## src/rtl/chk_pkg.sv

```systemverilog
package chk_pkg;

  localparam int XLEN = 16;
  localparam int RIDX = 3;

  localparam logic [2:0] OP_ADD  = 3'd0;
  localparam logic [2:0] OP_SUB  = 3'd1;
  localparam logic [2:0] OP_AND  = 3'd2;
  localparam logic [2:0] OP_OR   = 3'd3;
  localparam logic [2:0] OP_LD   = 3'd4;
  localparam logic [2:0] OP_ST   = 3'd5;
  localparam logic [2:0] OP_BEQ  = 3'd6;
  localparam logic [2:0] OP_ADDI = 3'd7;

  localparam logic [1:0] ST_CHECK = 2'b00;
  localparam logic [1:0] ST_THIRD = 2'b01;

  localparam logic [1:0] K_CLEAN     = 2'd0;
  localparam logic [1:0] K_TRANSIENT = 2'd1;
  localparam logic [1:0] K_COREFAULT = 2'd2;

  localparam int NCHK = 5;

  typedef struct packed {
    logic [XLEN-1:0] pc;
    logic [XLEN-1:0] ins;
    logic [XLEN-1:0] opa;
    logic [XLEN-1:0] opb;
    logic [XLEN-1:0] res;
    logic [XLEN-1:0] npc;
  } rec_t;

  function automatic logic [XLEN-1:0] sext4(input logic [3:0] v);
    return {{(XLEN-4){v[3]}}, v};
  endfunction

endpackage

```

## src/rtl/chk_exec.sv

```systemverilog
module chk_exec
  import chk_pkg::*;
(
  input  rec_t            rec,
  input  logic [XLEN-1:0] cpc,
  input  logic [XLEN-1:0] cins,
  input  logic [XLEN-1:0] va,
  input  logic [XLEN-1:0] vb,
  input  logic            flip,
  output logic [RIDX-1:0] ra,
  output logic [RIDX-1:0] rb,
  output logic [XLEN-1:0] xres,
  output logic [XLEN-1:0] xnpc,
  output logic [NCHK-1:0] miss
);
  logic [2:0]      op;
  logic [XLEN-1:0] imm;
  logic [XLEN-1:0] res_cmp;
  logic            eq;

  assign op  = cins[15:13];
  assign ra  = cins[9:7];
  assign rb  = cins[6:4];
  assign imm = sext4(cins[3:0]);
  assign eq  = (va == vb);

  always_comb begin
    case (op)
      OP_ADD:  xres = va + vb;
      OP_SUB:  xres = va - vb;
      OP_AND:  xres = va & vb;
      OP_OR:   xres = va | vb;
      OP_LD,
      OP_ST:   xres = va + imm;
      OP_BEQ:  xres = {{(XLEN-1){1'b0}}, eq};
      default: xres = va + imm;
    endcase
  end

  assign xnpc = (op == OP_BEQ && eq) ? cpc + 16'd1 + imm : cpc + 16'd1;

  // upset model touches only the first-pass comparison copy
  assign res_cmp = xres ^ {{(XLEN-1){1'b0}}, flip};

  assign miss[0] = (rec.pc != cpc);
  assign miss[1] = (rec.ins != cins);
  assign miss[2] = (rec.opa != va) || (rec.opb != vb);
  assign miss[3] = (rec.res != res_cmp);
  assign miss[4] = (rec.npc != xnpc);

endmodule

```

## src/rtl/chk_tmr_reg.sv

```systemverilog
module chk_tmr_reg #(
  parameter int         W    = 2,
  parameter logic [W-1:0] INIT = '0
)(
  input  logic         clk,
  input  logic         rst,
  input  logic [W-1:0] d,
  output logic [W-1:0] q
);
  logic [W-1:0] cp [3];

  always_ff @(posedge clk) begin
    for (int i = 0; i < 3; i++) begin
      if (rst) cp[i] <= INIT;
      else     cp[i] <= d;
    end
  end

  assign q = (cp[0] & cp[1]) | (cp[0] & cp[2]) | (cp[1] & cp[2]);

  // the three copies of the recovery state never diverge
  p_copies_agree_r8: assert property (@(posedge clk) disable iff (rst)
    (cp[0] == cp[1]) && (cp[1] == cp[2]));

endmodule

```

## src/rtl/chk_sat_ctr.sv

```systemverilog
module chk_sat_ctr #(
  parameter int W = 16
)(
  input  logic         clk,
  input  logic         rst,
  input  logic         inc,
  output logic [W-1:0] q
);
  localparam logic [W-1:0] MAXV = '1;

  always_ff @(posedge clk) begin
    if (rst)                    q <= '0;
    else if (inc && q != MAXV)  q <= q + 1'b1;
  end

  p_sat_hold_r10: assert property (@(posedge clk) disable iff (rst)
    (q == MAXV) |=> (q == MAXV));

  p_step_r10: assert property (@(posedge clk) disable iff (rst)
    (inc && q != MAXV) |=> (q == $past(q) + 1'b1));

endmodule

```

## src/rtl/chk_retire_top.sv

```systemverilog
module chk_retire_top
  import chk_pkg::*;
#(
  parameter int        IMEM_DEPTH = 32,
  parameter int        DMEM_DEPTH = 16,
  parameter int        CNT_W      = 16,
  parameter logic [15:0] RESET_PC = 16'd0
)(
  input  logic                          clk,
  input  logic                          rst,
  input  logic                          prog_we,
  input  logic [$clog2(IMEM_DEPTH)-1:0] prog_addr,
  input  logic [15:0]                   prog_data,
  input  logic                          in_valid,
  output logic                          in_ready,
  input  logic [15:0]                   in_pc,
  input  logic [15:0]                   in_ins,
  input  logic [15:0]                   in_opa,
  input  logic [15:0]                   in_opb,
  input  logic [15:0]                   in_res,
  input  logic [15:0]                   in_npc,
  input  logic                          in_flip,
  output logic                          cm_valid,
  output logic [1:0]                    cm_kind,
  output logic [15:0]                   cm_pc,
  output logic                          cm_rd_we,
  output logic [2:0]                    cm_rd,
  output logic [15:0]                   cm_rd_data,
  output logic                          cm_st_we,
  output logic [15:0]                   cm_st_addr,
  output logic [15:0]                   cm_st_data,
  output logic                          flush,
  output logic [15:0]                   redirect_pc,
  output logic [CNT_W-1:0]              cnt_transient,
  output logic [CNT_W-1:0]              cnt_corefault
);
  localparam int IA_W = $clog2(IMEM_DEPTH);
  localparam int DA_W = $clog2(DMEM_DEPTH);
  localparam int NREG = 1 << RIDX;

  logic [XLEN-1:0] imem [IMEM_DEPTH];
  logic [XLEN-1:0] dmem [DMEM_DEPTH];
  logic [XLEN-1:0] rf   [NREG];

  logic [1:0]      st_d, st_q;
  logic [XLEN-1:0] pc_q;
  rec_t            rec_in, rec_q, rec_use;

  logic            in_check, third, accept, clean, do_commit, use_core;
  logic [XLEN-1:0] cins, va, vb, xres, xnpc;
  logic [RIDX-1:0] ra, rb, rd;
  logic [NCHK-1:0] miss;
  logic [2:0]      op;
  logic            wr_rd, is_st;
  logic [XLEN-1:0] c_res, c_opb, c_npc, ld_data, rd_data;

  // ---------------- control state, three voted copies ----------------
  chk_tmr_reg #(.W(2), .INIT(ST_CHECK)) u_state (
    .clk (clk), .rst (rst), .d (st_d), .q (st_q)
  );

  assign in_check = (st_q == ST_CHECK);
  assign third    = (st_q == ST_THIRD);
  assign in_ready = in_check;
  assign accept   = in_valid && in_check;

  assign rec_in  = {in_pc, in_ins, in_opa, in_opb, in_res, in_npc};
  assign rec_use = third ? rec_q : rec_in;

  // ---------------- fetch, register read, re-execute ----------------
  assign cins = imem[pc_q[IA_W-1:0]];
  assign va   = rf[ra];
  assign vb   = rf[rb];

  chk_exec u_exec (
    .rec  (rec_use),
    .cpc  (pc_q),
    .cins (cins),
    .va   (va),
    .vb   (vb),
    .flip (in_flip && in_check),
    .ra   (ra),
    .rb   (rb),
    .xres (xres),
    .xnpc (xnpc),
    .miss (miss)
  );

  assign clean = (miss == '0);

  always_comb begin
    st_d = ST_CHECK;
    if (accept && !clean) st_d = ST_THIRD;
  end

  // ---------------- commit selection ----------------
  assign do_commit = (accept && clean) || third;
  assign use_core  = clean;
  assign op        = cins[15:13];
  assign rd        = cins[12:10];
  assign wr_rd     = (op != OP_ST) && (op != OP_BEQ);
  assign is_st     = (op == OP_ST);

  assign c_res   = use_core ? rec_use.res : xres;
  assign c_opb   = use_core ? rec_use.opb : vb;
  assign c_npc   = use_core ? rec_use.npc : xnpc;
  assign ld_data = dmem[c_res[DA_W-1:0]];
  assign rd_data = (op == OP_LD) ? ld_data : c_res;

  always_ff @(posedge clk) begin
    if (rst) begin
      pc_q        <= RESET_PC;
      rec_q       <= '0;
      cm_valid    <= 1'b0;
      cm_kind     <= K_CLEAN;
      cm_pc       <= '0;
      cm_rd_we    <= 1'b0;
      cm_rd       <= '0;
      cm_rd_data  <= '0;
      cm_st_we    <= 1'b0;
      cm_st_addr  <= '0;
      cm_st_data  <= '0;
      flush       <= 1'b0;
      redirect_pc <= '0;
      for (int i = 0; i < NREG; i++) rf[i] <= '0;
    end else begin
      cm_valid   <= do_commit;
      cm_kind    <= !third ? K_CLEAN : (clean ? K_TRANSIENT : K_COREFAULT);
      cm_pc      <= pc_q;
      cm_rd_we   <= do_commit && wr_rd;
      cm_rd      <= rd;
      cm_rd_data <= rd_data;
      cm_st_we   <= do_commit && is_st;
      cm_st_addr <= c_res;
      cm_st_data <= c_opb;
      flush      <= third && !clean;
      if (third && !clean) redirect_pc <= xnpc;
      if (accept) rec_q <= rec_in;
      if (do_commit) begin
        pc_q <= c_npc;
        if (wr_rd) rf[rd] <= rd_data;
      end
    end
  end

  // memories without reset, one write port each
  always_ff @(posedge clk) begin
    if (do_commit && is_st) dmem[c_res[DA_W-1:0]] <= c_opb;
  end

  always_ff @(posedge clk) begin
    if (prog_we) imem[prog_addr] <= prog_data;
  end

  // ---------------- event counters ----------------
  chk_sat_ctr #(.W(CNT_W)) u_cnt_tr (
    .clk (clk), .rst (rst), .inc (third && clean), .q (cnt_transient)
  );

  chk_sat_ctr #(.W(CNT_W)) u_cnt_cf (
    .clk (clk), .rst (rst), .inc (third && !clean), .q (cnt_corefault)
  );

  // ---------------- assertions ----------------
  p_clean_commits_r2: assert property (@(posedge clk) disable iff (rst)
    (accept && clean) |=> (cm_valid && cm_kind == K_CLEAN && !flush));

  p_mismatch_stalls_r8: assert property (@(posedge clk) disable iff (rst)
    (accept && !clean) |=> (!in_ready && !cm_valid));

  p_flush_with_commit_r8: assert property (@(posedge clk) disable iff (rst)
    flush |-> (cm_valid && cm_kind == K_COREFAULT));

  p_transient_no_flush_r9: assert property (@(posedge clk) disable iff (rst)
    (cm_valid && cm_kind == K_TRANSIENT) |-> !flush);

endmodule

```

## config.mk

```make
export PLATFORM = sky130hd
export DESIGN_NAME = chk_retire_top
export DESIGN_NICKNAME = d
export VERILOG_FILES = /design/src/rtl/chk_pkg.sv /design/src/rtl/chk_exec.sv /design/src/rtl/chk_tmr_reg.sv /design/src/rtl/chk_sat_ctr.sv /design/src/rtl/chk_retire_top.sv
export SDC_FILE = /design/constraint.sdc
export NUM_CORES = 2
export LEC_CHECK = 0
export BUFFER_PORTS_ARGS = -buffer_cell sky130_fd_sc_hd__buf_2
export CORE_ASPECT_RATIO = 0.7
export CORE_MARGIN = 2
export CORE_UTILIZATION = 30
export CTS_CLUSTER_DIAMETER = 60
export DETAILED_ROUTE_END_ITERATION = 8
export PLACE_DENSITY = 0.52
export SETUP_SLACK_MARGIN = 0.3
export SYNTH_ARGS = -nofsm -noshare
export SYNTH_HDL_FRONTEND = slang
export SYNTH_HIERARCHICAL = 1
export SYNTH_SLANG_ARGS = --single-unit
```

## constraint.sdc

```tcl
create_clock -name clk -period 13.4 [get_ports clk]
set_input_delay 1.34 -clock clk [delete_from_list [all_inputs] [get_ports clk]]
set_output_delay 1.34 -clock clk [all_outputs]
set_load 0.005 [all_outputs]
```

### Word level (Yosys, flattened, before mapping)

Memory sizes are Yosys's and may differ from the RTL's. A register that Yosys moved wholly into a read port is not among the register bits.
Index checks and enable logic that the tools add are counted.

* register bits: 233
* memory bits (writable): 899
* input port bits: 122
* output and inout port bits: 122
* word-level logic and storage cells: 109
* memories kept: 4

Memory list
* imem: depth 32, bits a word 16, rd ports 1, clocked after Yosys merged registers in 1, write ports 1, RTL line chk_retire_top.sv:41 `logic [XLEN-1:0] imem [IMEM_DEPTH];`
* dmem: depth 16, bits a word 16, rd ports 1, clocked after Yosys merged registers in 0, write ports 1, RTL line chk_retire_top.sv:42 `logic [XLEN-1:0] dmem [DMEM_DEPTH];`
* rf: depth 8, bits a word 16, rd ports 2, clocked after Yosys merged registers in 0, write ports 8, RTL line chk_retire_top.sv:43 `logic [XLEN-1:0] rf [NREG];`
* u_state.cp: depth 3, bits a word 1, rd ports 3, clocked after Yosys merged registers in 0, write ports 3, RTL line chk_tmr_reg.sv:10 `logic [W-1:0] cp [3];`

* add/subtract/negate cells: 7
* eq/ne operators: 18
* multiplexer cells: 28
* bitwise gates (word level): 12
* reductions and logical operators: 20

Operator list (number)
* $mux W16: 6
* $mux W96: 1
* $ne A16 B16 Y1: 6
* $pmux W16 S5: 1
* $add A16 B1 Y16 const B: 3
* $add A16 B16 Y16: 3
* $ne A16 B16 Y1 const B: 2
* $and A16 B16 Y16: 1
* $eq A16 B16 Y1: 1
* $mux W1: 16
* $or A16 B16 Y16: 1
* $reduce_or A16 Y1: 1
* $sub A16 B16 Y16: 1
* $xor A16 B1 Y16: 1
* $logic_and A1 B1 Y1: 12
* $mux W5: 2
* $eq A3 B3 Y1 const B: 3
* $and A2 B2 Y2: 3
* $eq A3 B2 Y1 const B: 2
* $ne A3 B3 Y1 const B: 2
* $logic_not A5 Y1: 1
* $or A2 B2 Y2: 2
* $eq A3 B1 Y1 const B: 1
* $logic_not A3 Y1: 1
* other kinds (9): 12

### Depth between registers and ports, before layout

An unclocked memory read counts as a cell.

* depth after elaboration: 16
* mapped depth: 36
* gate-level depth less buffers: 28

### Hierarchy

Netlist, hierarchy kept.

Modules (own cells, without submodules)
* chk_retire_top: times used 1, cells each 3034, area an instance 44547.7 um^2, seq. area each 31029.8 um^2
* chk_exec: times used 1, cells each 733, area an instance 5235.0 um^2, seq. area each 0.0 um^2
* chk_sat_ctr: times used 2, cells each 99, area an instance 848.3 um^2, seq. area each 320.3 um^2
* chk_tmr_reg: times used 1, cells each 4, area an instance 52.6 um^2, seq. area each 40.0 um^2

### Worst setup path after synthesis

OpenSTA, ideal clock, no wires.

* path kind: register to register
* from: register with a tool-made name
* to: memory rf[0][15], data pin
* setup time: 0.290 ns
* arrival: 9.759 ns
* data required time: 13.110 ns
* slack: 3.350 ns
* cell stages (with the launch flop): 35
* path buffers: 7
* clock period less this slack: 10.050 ns
* cells stage by stage: dfxtp_1 > buf_1 > clkbuf_1 > buf_1 > mux4_2 > mux4_2 > mux2_2 > buf_4 > clkbuf_1 > buf_1 > mux4_2 > mux2_2 > inv_1 > ha_1 > inv_1 > fa_1 > nor2b_1 > o311ai_1 > nand3_1 > mux2i_1 > a21bo_2 > a2111oi_2 > o221ai_1 > and4bb_1 > nand3b_1 > nor4_1 > o2111ai_1 > or4_1 > nor2_1 > mux2_2 > nand2_1 > clkbuf_1 > a21oi_1 > nor4_1 > a21oi_1

RTL lines (RTL line)
* end: declaration: chk_retire_top.sv:43

==> impl_results.md <==
- Status: finished, final reports clean
- Via count: 34,744
- Yosys warns: 6
- Area growth from synthesis to layout: 16.1%
- Sequential cell area fraction in the yosys report: about three fifths
- Overall power: roughly 8.3 mW
- Syn Nets: 4,178
- Detailed-route DRC error count: 0
- Clk sinks: 1,136
- Vias in the first global route: 32,607
- Starting Density: 30.1%
- CTS tree: built
- Number of synthesized flops with an enable pin: around 900
- Unrepaired setup endpoints after global routing: no
- P_leak: 20.4 nW
- Peak supply drop: 0.119 mV
- DR pass1 iterations: 6
- Chip width: 499 µm
- Biggest area consumer among synthesized cells: edfxtp_1
- Worst slew pin tran: roughly 1.3 ns
- Rel. slew slack: 13.6%
- All-Layer GR Usage: 19.0%
- DRT antenna net count: 0
- Worst setup path class: flip-flop to flip-flop
- Max_cap viols: 0
- CTS buffer count: 120
- Vias/cell: between 5 and 6
- Layout cells sized above 1: 21.7%
- # rows: 127
- Top-level port count: 244
- Final Max Tran Viols: 0
- Synth async-reset ratio: 0%
- Nets: 4,389
- GP Congestion: 0.928
- Port-buffer cells: approximately 240
- Hold_buf cts: 0
- Mapped Area: 0.0515 mm²
- Gate count after technology mapping: 3,969
- Post-synthesis register bit count: approximately 1,100
- Top-area cell type share of the netlist area: 52.2%
- Fmax: 82.3 MHz
- Drt initial violations: 3,940
- Clk slew on worst S/H paths: 0.06 ns
- Library cells used by synthesis: 92
- GRT overflow: 0
- Largest net degree at the start of global routing: 127
- CP Launch Type: flip-flop
- Worst setup EP type: flip-flop
- Top FF cell, synth: edfxtp_1
- Setup-failing EPs final: 0
- Average wire per standard cell: 26.1 µm
- Resize count post-CTS: 0
- Die Area: 0.175 mm²
- Skew-Pair Late Insertion Delay: 0.77 ns
- Final TNS setup: 0 ns
- Setup Skew: 0.0614 ns
- Final hold violation count: 0
- First-pass GRT wire length: 242 mm
- Core area: 0.171 mm²
- Initial antenna violation count: 12
- Final WL: 171 mm
- Hold Crit Class: flip-flop to flip-flop
- HPWL Detailed: roughly 110 mm
- Root Driver: clkbuf_16
- Maximum root-to-sink buffer count: 3
- Crit-path max FO: 68
- Min Tclk post-route: approximately 12 ns
- Synth area leaders: edfxtp_1, mux4_2, dfxtp_1
- Part of the cycle the worst path needs: approximately 91%
- Synthesized area per cell: 13.0 µm²
- Cell area power density: 139 mW/mm²
- Crit path DAT: 12.57 ns
- Data required, critical path: between 10 and 15 ns
- Postcts setup bufs: 0
- H-tree depth: 3
- Layout fillers: between 15,000 and 20,000
- Die Ht: 351 µm
-- cells in the final DEF (no fill, tap or decap), types with 10 or more instances in the layout --
cell / count
or4_1: 16
xor2_1: 61
nand3_1: 33
clkbuf_16: 127
clkbuf_8: 10
nor2_2: 23
nand2_1: 558
o21ai_1: 27
o21ai_0: 136
o21a_1: 11
mux2i_1: 29
mux2_2: 53
dfxtp_1: 236
xnor2_1: 77
buf_4: 81
clkbuf_1: 22
a21oi_1: 403
inv_1: 92
a21o_1: 24
a22oi_1: 128
nor2b_1: 53
ha_1: 84
clkinv_2: 29
mux4_2: 224
nand4_1: 22
nor3_1: 57
buf_2: 242
a211oi_1: 24
nor4_1: 22
nor4_2: 13
edfxtp_1: 896
nor2_1: 192
nor2_4: 27
nand2b_1: 14
o31ai_1: 16
-- cell families after synthesis --
family | share of synthesized area, %
other cells | 0.00728
xor+xnor | 2.38
simple gates | 9.84
compound gates | 9.84
flops | 61.5
mux | 11.6
fa+ha+maj | 2.16
buf+inv | 2.67
-- sequential cells by signal, summed over array words and instances, names as in the netlist, named ones only --
name / cells
imem: 512
dmem: 256
rf: 128
rec_q: 96
cm_pc: 16
cm_rd_data: 16
cm_st_addr: 16
cm_st_data: 16
pc_q: 16
redirect_pc: 16
u_cnt_cf/q: 16
u_cnt_tr/q: 16
cm_rd: 3
cm_kind: 2
u_state/cp: 2
cm_rd_we: 1
cm_st_we: 1
cm_valid: 1
flush: 1
-- per-stage QoR --
stage	hold slack (ns)	worst slack [ns]	instances	util [%]	area, µm²
after global placement	0.440	1.59	6315	32.6	55800
after detailed placement	0.446	1.47	6315	32.6	55800
final	0.453	1.25	6547	35.0	59800
after global routing	0.469	0.649	6542	35.0	59800
after CTS	0.455	1.38	6542	35.0	59800
after floorplan	0.433	3.35	3969	-	51500
-- routing by layer --
layer | global-route usage (%) | vias to the layer above | wire length (µm)
met3 | 3.57 | 231 | 13200
met2 | 28.5 | 1442 | 75400
li1 | - | 15403 | -
met4 | 5.87 | 12 | 5230
met1 | 27.8 | 17656 | 77300
met5 | 0 | - | 66
-- report_power, final --
| part | internal, mW | total, mW | switching (mW) |
|---|---|---|---|
| logic | 0.313 | 1.04 | 0.730 |
| registers | 3.88 | 3.91 | 0.0348 |
| clock network | 1.90 | 3.36 | 1.45 |
| total | 6.09 | 8.31 | 2.22 |
-- path summary, 6_finish.rpt --
check	start	to	slack (ns)	depth (start not counted)
setup / recovery	flip-flop	rf[4][13]	1.25	26
hold / removal	rec_q[78]	rec_q[78]	0.45	2
setup reg to reg	flip-flop	rf[4][13]	1.25	26
hold reg to reg	rec_q[78]	rec_q[78]	0.45	2
-- Yosys cell counts (9+ instances only) --
| cell type | count |
|---|---|
| a211oi_1 | 24 |
| a21o_1 | 24 |
| a21oi_1 | 409 |
| a22oi_1 | 128 |
| buf_1 | 47 |
| buf_2 | 28 |
| buf_4 | 11 |
| clkbuf_1 | 148 |
| dfxtp_1 | 240 |
| edfxtp_1 | 896 |
| ha_1 | 84 |
| inv_1 | 92 |
| mux2_2 | 53 |
| mux2i_1 | 30 |
| mux4_2 | 224 |
| nand2_1 | 560 |
| nand2b_1 | 15 |
| nand3_1 | 33 |
| nand3b_1 | 9 |
| nand4_1 | 22 |
| nor2_1 | 241 |
| nor2b_1 | 54 |
| nor3_1 | 58 |
| nor4_1 | 38 |
| o21a_1 | 11 |
| o21ai_0 | 138 |
| o21ai_1 | 27 |
| o31ai_1 | 16 |
| or3_1 | 9 |
| or4_1 | 16 |
| xnor2_1 | 77 |
| xor2_1 | 61 |
-- area by class of cell --
cell class / count / area, µm² / area share [%]
Clock inverter: 62 / 587 / 0.981
Sequential cell: 1136 / 31700 / 53.0
Inverter: 94 / 353 / 0.590
Antenna cell: 5 / 12.5 / 0.0209
Timing Repair Buffer: 329 / 1930 / 3.23
Multi-Input combinational cell: 2499 / 19000 / 31.7
Clock buffer: 165 / 3430 / 5.73
Tap cell: 2257 / 2820 / 4.72
-- critical path, cell delays in order (launching register included) --
cell,delay [ns]
dfxtp_4,0.69
buf_12,0.50
mux4_2,0.59
mux4_2,0.50
mux2_2,0.34
buf_4,0.35
mux4_2,0.54
mux2_2,0.40
inv_1,0.13
ha_1,0.31
nor4_2,0.51
nand4_2,0.23
or4_4,0.59
o31ai_1,0.72
xor2_1,0.13
nor4_1,0.40
nand4_1,0.18
nor4_1,0.57
nand4_1,0.26
or4_1,0.53
nor2_4,0.15
buf_4,0.46
mux2i_1,0.24
nand2_1,0.81
a21oi_1,0.15
nor4_2,1.13
a21oi_1,0.18
(Power assumes the default switching activity.)
